File: src/rtl/svi_pkg.sv
package svi_pkg;
  localparam int unsigned DATA_W = 8;
  localparam int unsigned NBANK  = 2;
  localparam int unsigned FLAG_W = DATA_W * NBANK;
  localparam int unsigned PC_W   = 14;
  localparam int unsigned RET_W  = PC_W + 2;
  localparam int unsigned ADDR_W = 3;

  typedef enum logic [ADDR_W-1:0] {
    A_PEND0 = 3'd0,
    A_PEND1 = 3'd1,
    A_CTRL  = 3'd2,
    A_RSV3  = 3'd3,
    A_EXIT  = 3'd4,
    A_RETH  = 3'd5,
    A_RETL  = 3'd6,
    A_RSV7  = 3'd7
  } reg_addr_e;

  // Sticky bank update: acknowledged bits drop, new events win.
  function automatic logic [DATA_W-1:0] pend_update(input logic [DATA_W-1:0] cur,
                                                   input logic [DATA_W-1:0] clr,
                                                   input logic [DATA_W-1:0] set);
    return (cur & ~clr) | set;
  endfunction

  // Return word: carry, zero, then the PC.
  function automatic logic [RET_W-1:0] pack_ret(input logic c, input logic z,
                                                input logic [PC_W-1:0] pc);
    return {c, z, pc};
  endfunction

  function automatic int unsigned hold_dec(input int unsigned cnt);
    return (cnt == 0) ? 0 : cnt - 1;
  endfunction
endpackage

File: src/rtl/svi_pending.sv
module svi_pending import svi_pkg::*; (
  input  logic              clk,
  input  logic              rst_n,
  input  logic [FLAG_W-1:0] set_i,
  input  logic [NBANK-1:0]  clr_we_i,
  input  logic [DATA_W-1:0] clr_data_i,
  output logic [FLAG_W-1:0] pend_o
);
  for (genvar b = 0; b < NBANK; b++) begin : g_bank
    logic [DATA_W-1:0] bank_q;
    logic [DATA_W-1:0] clr;
    assign clr = clr_we_i[b] ? clr_data_i : '0;
    always_ff @(posedge clk or negedge rst_n) begin
      if (!rst_n) bank_q <= '0;
      else        bank_q <= pend_update(bank_q, clr, set_i[b*DATA_W +: DATA_W]);
    end
    assign pend_o[b*DATA_W +: DATA_W] = bank_q;
  end
endmodule

File: src/rtl/svi_mask_ctl.sv
module svi_mask_ctl import svi_pkg::*; #(
  parameter int unsigned HOLD_CYC = 3
) (
  input  logic clk,
  input  logic rst_n,
  input  logic wr_i,
  input  logic wr_val_i,
  input  logic take_i,
  output logic mask_o,
  output logic hold_o
);
  localparam int unsigned HW = (HOLD_CYC < 1) ? 1 : $clog2(HOLD_CYC + 1);

  logic          mask_q;
  logic [HW-1:0] cnt_q;
  logic [HW-1:0] cnt_dec;
  logic          reopen;

  assign cnt_dec = HW'(hold_dec(int'(cnt_q)));
  assign reopen  = wr_i && mask_q && !wr_val_i;

  always_ff @(posedge clk or negedge rst_n) begin
    if (!rst_n) begin
      mask_q <= 1'b1;
      cnt_q  <= '0;
    end else if (take_i) begin
      mask_q <= 1'b1;
      cnt_q  <= '0;
    end else if (wr_i) begin
      mask_q <= wr_val_i;
      if (reopen)        cnt_q <= HW'(HOLD_CYC);
      else if (wr_val_i) cnt_q <= '0;
      else               cnt_q <= cnt_dec;
    end else begin
      cnt_q <= cnt_dec;
    end
  end

  assign mask_o = mask_q;
  assign hold_o = (cnt_q != '0);
endmodule

File: src/rtl/svi_ret_reg.sv
module svi_ret_reg import svi_pkg::*; (
  input  logic              clk,
  input  logic              rst_n,
  input  logic              cap_i,
  input  logic              c_i,
  input  logic              z_i,
  input  logic [PC_W-1:0]   pc_i,
  input  logic              wr_hi_i,
  input  logic              wr_lo_i,
  input  logic [DATA_W-1:0] wdata_i,
  output logic [RET_W-1:0]  ret_o
);
  logic [RET_W-1:0] ret_q;

  always_ff @(posedge clk or negedge rst_n) begin
    if (!rst_n) begin
      ret_q <= '0;
    end else if (cap_i) begin
      ret_q <= pack_ret(c_i, z_i, pc_i);
    end else begin
      if (wr_hi_i) ret_q[RET_W-1 -: DATA_W] <= wdata_i;
      if (wr_lo_i) ret_q[DATA_W-1:0]        <= wdata_i;
    end
  end

  assign ret_o = ret_q;
endmodule

File: src/rtl/svi_sequencer.sv
module svi_sequencer import svi_pkg::*; #(
  parameter int unsigned          HOLD_CYC = 3,
  parameter logic [PC_W-1:0]      VEC_PC   = 14'h3FF7,
  parameter logic [DATA_W-1:0]    EXIT_OPC = 8'hBC
) (
  input  logic              clk,
  input  logic              rst_n,
  input  logic [FLAG_W-1:0] flag_set_i,
  input  logic              insn_done_i,
  input  logic [PC_W-1:0]   next_pc_i,
  input  logic              ccr_c_i,
  input  logic              ccr_z_i,
  input  logic              bus_sel_i,
  input  logic              bus_we_i,
  input  logic [ADDR_W-1:0] bus_addr_i,
  input  logic [DATA_W-1:0] bus_wdata_i,
  output logic [DATA_W-1:0] bus_rdata_o,
  output logic              irq_o,
  output logic              vec_take_o,
  output logic [PC_W-1:0]   vec_pc_o,
  output logic [PC_W-1:0]   ret_pc_o,
  output logic              ret_c_o,
  output logic              ret_z_o
);
  // Named internal events, visible to the bound checker.
  logic              bus_wr;
  logic [NBANK-1:0]  pend_clr_we;
  logic              ctrl_wr;
  logic              reth_wr;
  logic              retl_wr;
  logic [FLAG_W-1:0] pend_q;
  logic              pend_any;
  logic              mask_q;
  logic              hold_q;
  logic [RET_W-1:0]  ret_q;

  assign bus_wr         = bus_sel_i && bus_we_i;
  assign pend_clr_we[0] = bus_wr && (bus_addr_i == A_PEND0);
  assign pend_clr_we[1] = bus_wr && (bus_addr_i == A_PEND1);
  assign ctrl_wr        = bus_wr && (bus_addr_i == A_CTRL);
  assign reth_wr        = bus_wr && (bus_addr_i == A_RETH);
  assign retl_wr        = bus_wr && (bus_addr_i == A_RETL);

  svi_pending u_pend (
    .clk        (clk),
    .rst_n      (rst_n),
    .set_i      (flag_set_i),
    .clr_we_i   (pend_clr_we),
    .clr_data_i (bus_wdata_i),
    .pend_o     (pend_q)
  );

  svi_mask_ctl #(.HOLD_CYC(HOLD_CYC)) u_mask (
    .clk      (clk),
    .rst_n    (rst_n),
    .wr_i     (ctrl_wr),
    .wr_val_i (bus_wdata_i[0]),
    .take_i   (vec_take_o),
    .mask_o   (mask_q),
    .hold_o   (hold_q)
  );

  svi_ret_reg u_ret (
    .clk     (clk),
    .rst_n   (rst_n),
    .cap_i   (vec_take_o),
    .c_i     (ccr_c_i),
    .z_i     (ccr_z_i),
    .pc_i    (next_pc_i),
    .wr_hi_i (reth_wr),
    .wr_lo_i (retl_wr),
    .wdata_i (bus_wdata_i),
    .ret_o   (ret_q)
  );

  assign pend_any   = |pend_q;
  assign irq_o      = pend_any && !mask_q && !hold_q;
  assign vec_take_o = irq_o && insn_done_i;
  assign vec_pc_o   = VEC_PC;
  assign ret_pc_o   = ret_q[PC_W-1:0];
  assign ret_c_o    = ret_q[RET_W-1];
  assign ret_z_o    = ret_q[RET_W-2];

  always_comb begin
    unique case (reg_addr_e'(bus_addr_i))
      A_PEND0: bus_rdata_o = pend_q[DATA_W-1:0];
      A_PEND1: bus_rdata_o = pend_q[FLAG_W-1 -: DATA_W];
      A_CTRL:  bus_rdata_o = {{(DATA_W-1){1'b0}}, mask_q};
      A_EXIT:  bus_rdata_o = EXIT_OPC;
      A_RETH:  bus_rdata_o = ret_q[RET_W-1 -: DATA_W];
      A_RETL:  bus_rdata_o = ret_q[DATA_W-1:0];
      default: bus_rdata_o = '0;
    endcase
  end
endmodule

File: config.mk
export PLATFORM = sky130hd
export DESIGN_NAME = svi_sequencer
export DESIGN_NICKNAME = d
export VERILOG_FILES = /design/src/rtl/svi_pkg.sv /design/src/rtl/svi_pending.sv /design/src/rtl/svi_mask_ctl.sv /design/src/rtl/svi_ret_reg.sv /design/src/rtl/svi_sequencer.sv
export SDC_FILE = /design/constraint.sdc
export NUM_CORES = 1
export LEC_CHECK = 0
export BUFFER_PORTS_ARGS = -buffer_cell sky130_fd_sc_hd__buf_2
export CORE_ASPECT_RATIO = 1.25
export CORE_UTILIZATION = 47
export CTS_BUF_LIST = sky130_fd_sc_hd__clkbuf_16
export DETAILED_ROUTE_END_ITERATION = 7
export PLACE_DENSITY = 0.82
export SLEW_MARGIN = 40
export SYNTH_ARGS = -nofsm -noshare
export SYNTH_HDL_FRONTEND = slang
export SYNTH_SLANG_ARGS = --single-unit
File: constraint.sdc
create_clock -name clk -period 1.8 [get_ports clk]
set_input_delay 0.09 -clock clk [delete_from_list [all_inputs] [get_ports clk]]
set_output_delay 0.09 -clock clk [all_outputs]
set_load 0.05 [all_outputs]
# After elaboration in Yosys (flattened, before gate mapping)
# Index checks and enable logic that the tools add are counted.
# totals
regBits,35
out_inout_bits,40
elab_cells,52
# classes
addsub,1
eq_ne,5
mux,13
bitwise_logic,6
reduce_logical,21
# op_table
op,n
$pmux W8 S6,1
$mux W8,4
$and A8 B8 Y8,2
$mux W16,1
$not A8 Y8,2
$or A8 B8 Y8,2
$reduce_or A16 Y1,1
$logic_and A1 B1 Y1,11
$mux W2,5
$eq A3 B3 Y1 const B,3
$reduce_bool A2 Y1,4
$eq A3 B1 Y1 const B,1
$eq A3 B2 Y1 const B,1
$logic_not A1 Y1,3
$logic_not A3 Y1,1
$logic_not A2 Y1,1
$mux W1,2
$sub A2 B1 Y2 const B,1

# Longest topological paths before layout
# depth
word_depth,7
depth_mapped,6
mapped_depth_nobuf,5

# Hierarchy
# Synthesis repeated with hierarchy kept, for this count alone.
# hier_totals
cells_unflattened,207
hier_area_um2,2030.7
# by_module_without_submodules
module,n_inst,cells_per_inst,area_each_um2
svi_ret_reg,1,69,742.0
svi_pending,1,50,595.6
svi_sequencer,1,76,568.0
svi_mask_ctl,1,12,125.1

# Worst setup path before layout
# Ideal clock, no wire load.
# synth_timing
path_type,flip-flop to output port
start,register u_ret.ret_q[9] (netlist: u_ret.ret_o[9])
end,output port bus_rdata_o[1]
t_arrival_ns,2.033
t_required_ns,1.710
slack_ns,-0.323
stages_incl_launch_ff,4
path_cell_list,dfrtp_1 -> mux2_2 -> a22oi_1 -> o21ai_0
# synth_via
elab_chain_cells,1
# synth_lines
item,line_no,rtl
"start, declared",svi_ret_reg.sv:13,logic [RET_W-1:0] ret_q;
"start signal, assigned",svi_ret_reg.sv:19,"ret_q <= pack_ret(c_i, z_i, pc_i);"
"start signal, assigned by index",svi_ret_reg.sv:21,if (wr_hi_i) ret_q[RET_W-1 -: DATA_W] <= wdata_i;
"start signal, assigned by index",svi_ret_reg.sv:22,if (wr_lo_i) ret_q[DATA_W-1:0] <= wdata_i;
$pmux W8 S6,svi_sequencer.sv:85,unique case (reg_addr_e'(bus_addr_i))
"end, declared",svi_sequencer.sv:17,"output logic [DATA_W-1:0] bus_rdata_o,"
# No other way between the ends.

# Worst setup path after layout
# layout_timing
start,register u_pend.g_bank[0].bank_q[1]
end,output port vec_take_o
# layout_via
elab_chain_cells,4
# layout_lines
item,line_no,rtl
"start, declared",svi_pending.sv:10,logic [DATA_W-1:0] bank_q;
"start signal, assigned",svi_pending.sv:15,"else bank_q <= pend_update(bank_q, clr, set_i[b*DATA_W +: DATA_W]);"
$reduce_or A16 Y1,svi_sequencer.sv:76,assign pend_any = |pend_q;
$logic_and A1 B1 Y1 (2 in a row),svi_sequencer.sv:77,assign irq_o = pend_any && !mask_q && !hold_q;
$logic_and A1 B1 Y1,svi_sequencer.sv:78,assign vec_take_o = irq_o && insn_done_i;
"end, declared",svi_sequencer.sv:19,"output logic vec_take_o,"
# No other way between the ends.

==> results.tsv <==
stage	metric	value	unit
routing	ant_nets	0	
sta	layout_worst_path_cycle_share	98.5	%
place	place.port_buffers	73	
pwr	pwr_density_cell	1420	nW/µm²
synthesis	post_synth_inst_count	181	
clock_tree	numCtsBuffers	5	
worst_setup_path	timing_worst_setup_path_type	reg -> out	
clock_tree	cts.sinks	35	
sta	achievable-frequency	0.564	GHz
synthesis	netlist_area	2020	µm²
worst_setup_path	cp-start-kind	flip-flop	
worst_hold_path	holdPathStages	2	
clock_tree	htree_num_levels	2	
global_route	grt_pass1_vias	1716	
global_route	maximum_number_of_pins_on_one_net_before_global_route_repair	36	
clock_tree	cts_tree	built	
sta	min_period	1770	ps
worst_setup_path	critical_path_peak_fanout	5	
floorplan	initial_core_util	49.2	%
final_layout	insertedDiodeCount	0	
routing	drcViolationCount	0	
sta	clock_skew	4.17	ps
pwr	peakVddDrop	848	µV
routing	route.detailed.wl_per_inst	16.2	µm
floorplan	num_rows	26	
routing	drt_iter0_markers	60	
synthesis	yosysTopAreaCell	dfrtp_1	
routing	detail_route.wirelength	5.40	mm
final_layout	final_layout_size_suffix_gt1_share	49.3	%
clock_tree	root_buffer	clkbuf_16	
floorplan	die_h	75.3	µm
final_layout	post-route-util	67.8	%
synthesis	synth.distinct_cells	29	
worst_setup_path	reg2reg_depth	6	
worst_setup_path	cp_data_arrival_time	1680	ps
synthesis	synthesis.area_per_instance	11.2	µm²
final_layout	syn_to_final_growth	37.8	%
clock_tree	path_clk_slew	50	ps
floorplan	top_level_ports	88	
sta	setup_viol	0	
global_route	first_pass_grt_wire_length	8.29	mm
clock_tree	buffer_depth_of_the_longest_clock_path	2	
final_layout	num-nets-final	325	
synthesis	seq_area_frac_synth	43.5	%
worst_setup_path	critical_path.endpoint_type	primary output	
run	timing.max_cap.violations	0	
floorplan	die_x	60.6	µm
synthesis	list_of_most_frequent_post_synthesis_cells	dfrtp_1, mux2_2, nand2_1	
sta	final_hold_viol_count	0	
worst_hold_path	hold_path.class	in -> reg	
synthesis	synth_ff_type	dfrtp_1	
sta	worst_slack	27.3	ps
synthesis	synth_area_leaders	dfrtp_1, mux2_2, a21o_1	
synthesis	postSynthRegisterBits	35	
global_route	gr-total-overflow	0	
floorplan	dieArea	4560	µm²
routing	drt_pass1_iterations	4	
place	worst_slack_placed	89.7	ps
place	post-dp-hpwl	3.73	mm
clock_tree	clock_insertion_delay_worst_skew	280	ps
sta	final.setup.tns	0	ps
synthesis	synth_enable_flop_cells	0	
worst_setup_path	crit_required	1710	ps
synthesis	yosys.area.top_type_share	42.2	%
global_route	grt_antenna_before_repair	0	
outcome	status	completed	
synthesis	async_set_reset_flop_share_out_of_synthesis	100	%
global_route	grt.total_usage	25.9	%
sta	final-max-slew-violation-count	0	
floorplan	core-area	4100	µm²
routing	post_drt_via_cell_ratio	5.31	
pwr	power_leakage	1.26	nW
sta	rsz0062_at_grt	yes	
synthesis	ys.warnings.count	0	
routing	vias	1774	
place	globalplace.congestion	0.842	
per-layer routing:
metal / track usage (%) / vias to the layer above / wire length [µm]
li1: - / 822 / -
met1: 30.9 / 851 / 2040
met2: 42.1 / 86 / 2820
met3: 4.98 / 15 / 361
met4: 17.4 / 0 / 182
met5: 0 / - / 0
critical path: stages, from the launching register on:
cell,delay [ps]
dfrtp_1,420
nor4_2,320
nand4_1,200
nand3_2,160
buf_12,140
inv_6,30
buf_8,140
metrics by stage:
step                power, mW  hold WS, ps  instance area [µm²]  cells
floorplan                2.59         -206                 2060    193
global placement         2.97          210                 2420    310
detailed placement       3.00          215                 2420    310
CTS                      3.87         1.96                 2720    331
global route             4.11         7.26                 2780    334
finish                   3.93         4.42                 2780    334
final timing paths:
check	from	endpoint	slack [ps]
hold / removal	flag_set_i[10]	u_pend.g_bank[1].bank_q[2]	4
setup / recovery	u_pend.g_bank[0].bank_q[1]	vec_take_o	30
setup reg to reg	u_pend.g_bank[0].bank_q[1]	u_ret.ret_o[10]	40
min in group asynchronous	rst_n	u_pend.g_bank[0].bank_q[4]	300
max in group asynchronous	rst_n	u_mask.mask_o	1150
hold reg to reg	u_pend.g_bank[0].bank_q[6]	u_pend.g_bank[0].bank_q[6]	530
area by class of cell:
type | count | area [µm²]
Clock buffer | 5 | 125
Clock inverter | 3 | 12.5
Fill cell | 311 | 1320
Inverter | 1 | 8.76
Multi-Input combinational cell | 137 | 1060
Sequential cell | 35 | 877
Tap cell | 56 | 70.1
Timing Repair Buffer | 97 | 623
layout by cell type (no fill, tap or decap), types with 2 or more instances in the layout:
cell type	netlist	routed
buf_2	3	71
dfrtp_1	34	34
mux2_2	34	28
nand2_1	19	19
a21o_1	16	16
conb_1	2	14
dlygate4sd3_1	0	11
buf_4	14	11
nor2_1	8	8
mux2i_1	6	6
o22ai_1	6	6
mux2_4	0	6
a2bb2oi_1	5	5
clkbuf_16	0	5
nand3_1	4	4
nand2b_1	3	3
a22oi_1	3	3
nor4_2	4	3
buf_12	1	3
o21ai_1	0	2
nor3_2	2	2
a221oi_1	2	2
nor2_4	2	2
inv_1	0	2
sequential cells by signal (all words and copies together) (netlist names):
signal and flops:
u_mask.cnt_q 2, u_mask.mask_o 1, u_ret.ret_o 16, u_pend.g_bank.bank_q 16
cells by family (layout without fill, tap and decap cells):
logic type / count (synthesis) / after routing / synth area share (%)
buffers and inverters: 21 / 106 / 7.63
flip-flops: 35 / 35 / 43.5
AND/OR/NAND/NOR: 47 / 47 / 13.3
multiplexers: 41 / 41 / 22.5
other: 2 / 14 / 0.372
AO/OA/AOI/OAI: 35 / 35 / 12.7
where the power goes:
group	leakage, nW	internal, mW	switching (mW)
clock network	0.0762	0.499	0.305
registers	0.368	0.997	0.173
logic	0.815	0.702	1.26
what timing repair did:
action                                 4_1_cts  5_1_grt
buffers inserted                             3        2
setup endpoints to repair                    1       15
resized for setup                            2        9
pin swaps                                    3        4
hold buffers                                10        1
endpoints found under the hold margin       43        1
No activity file was read; power rests on OpenSTA's default activity.
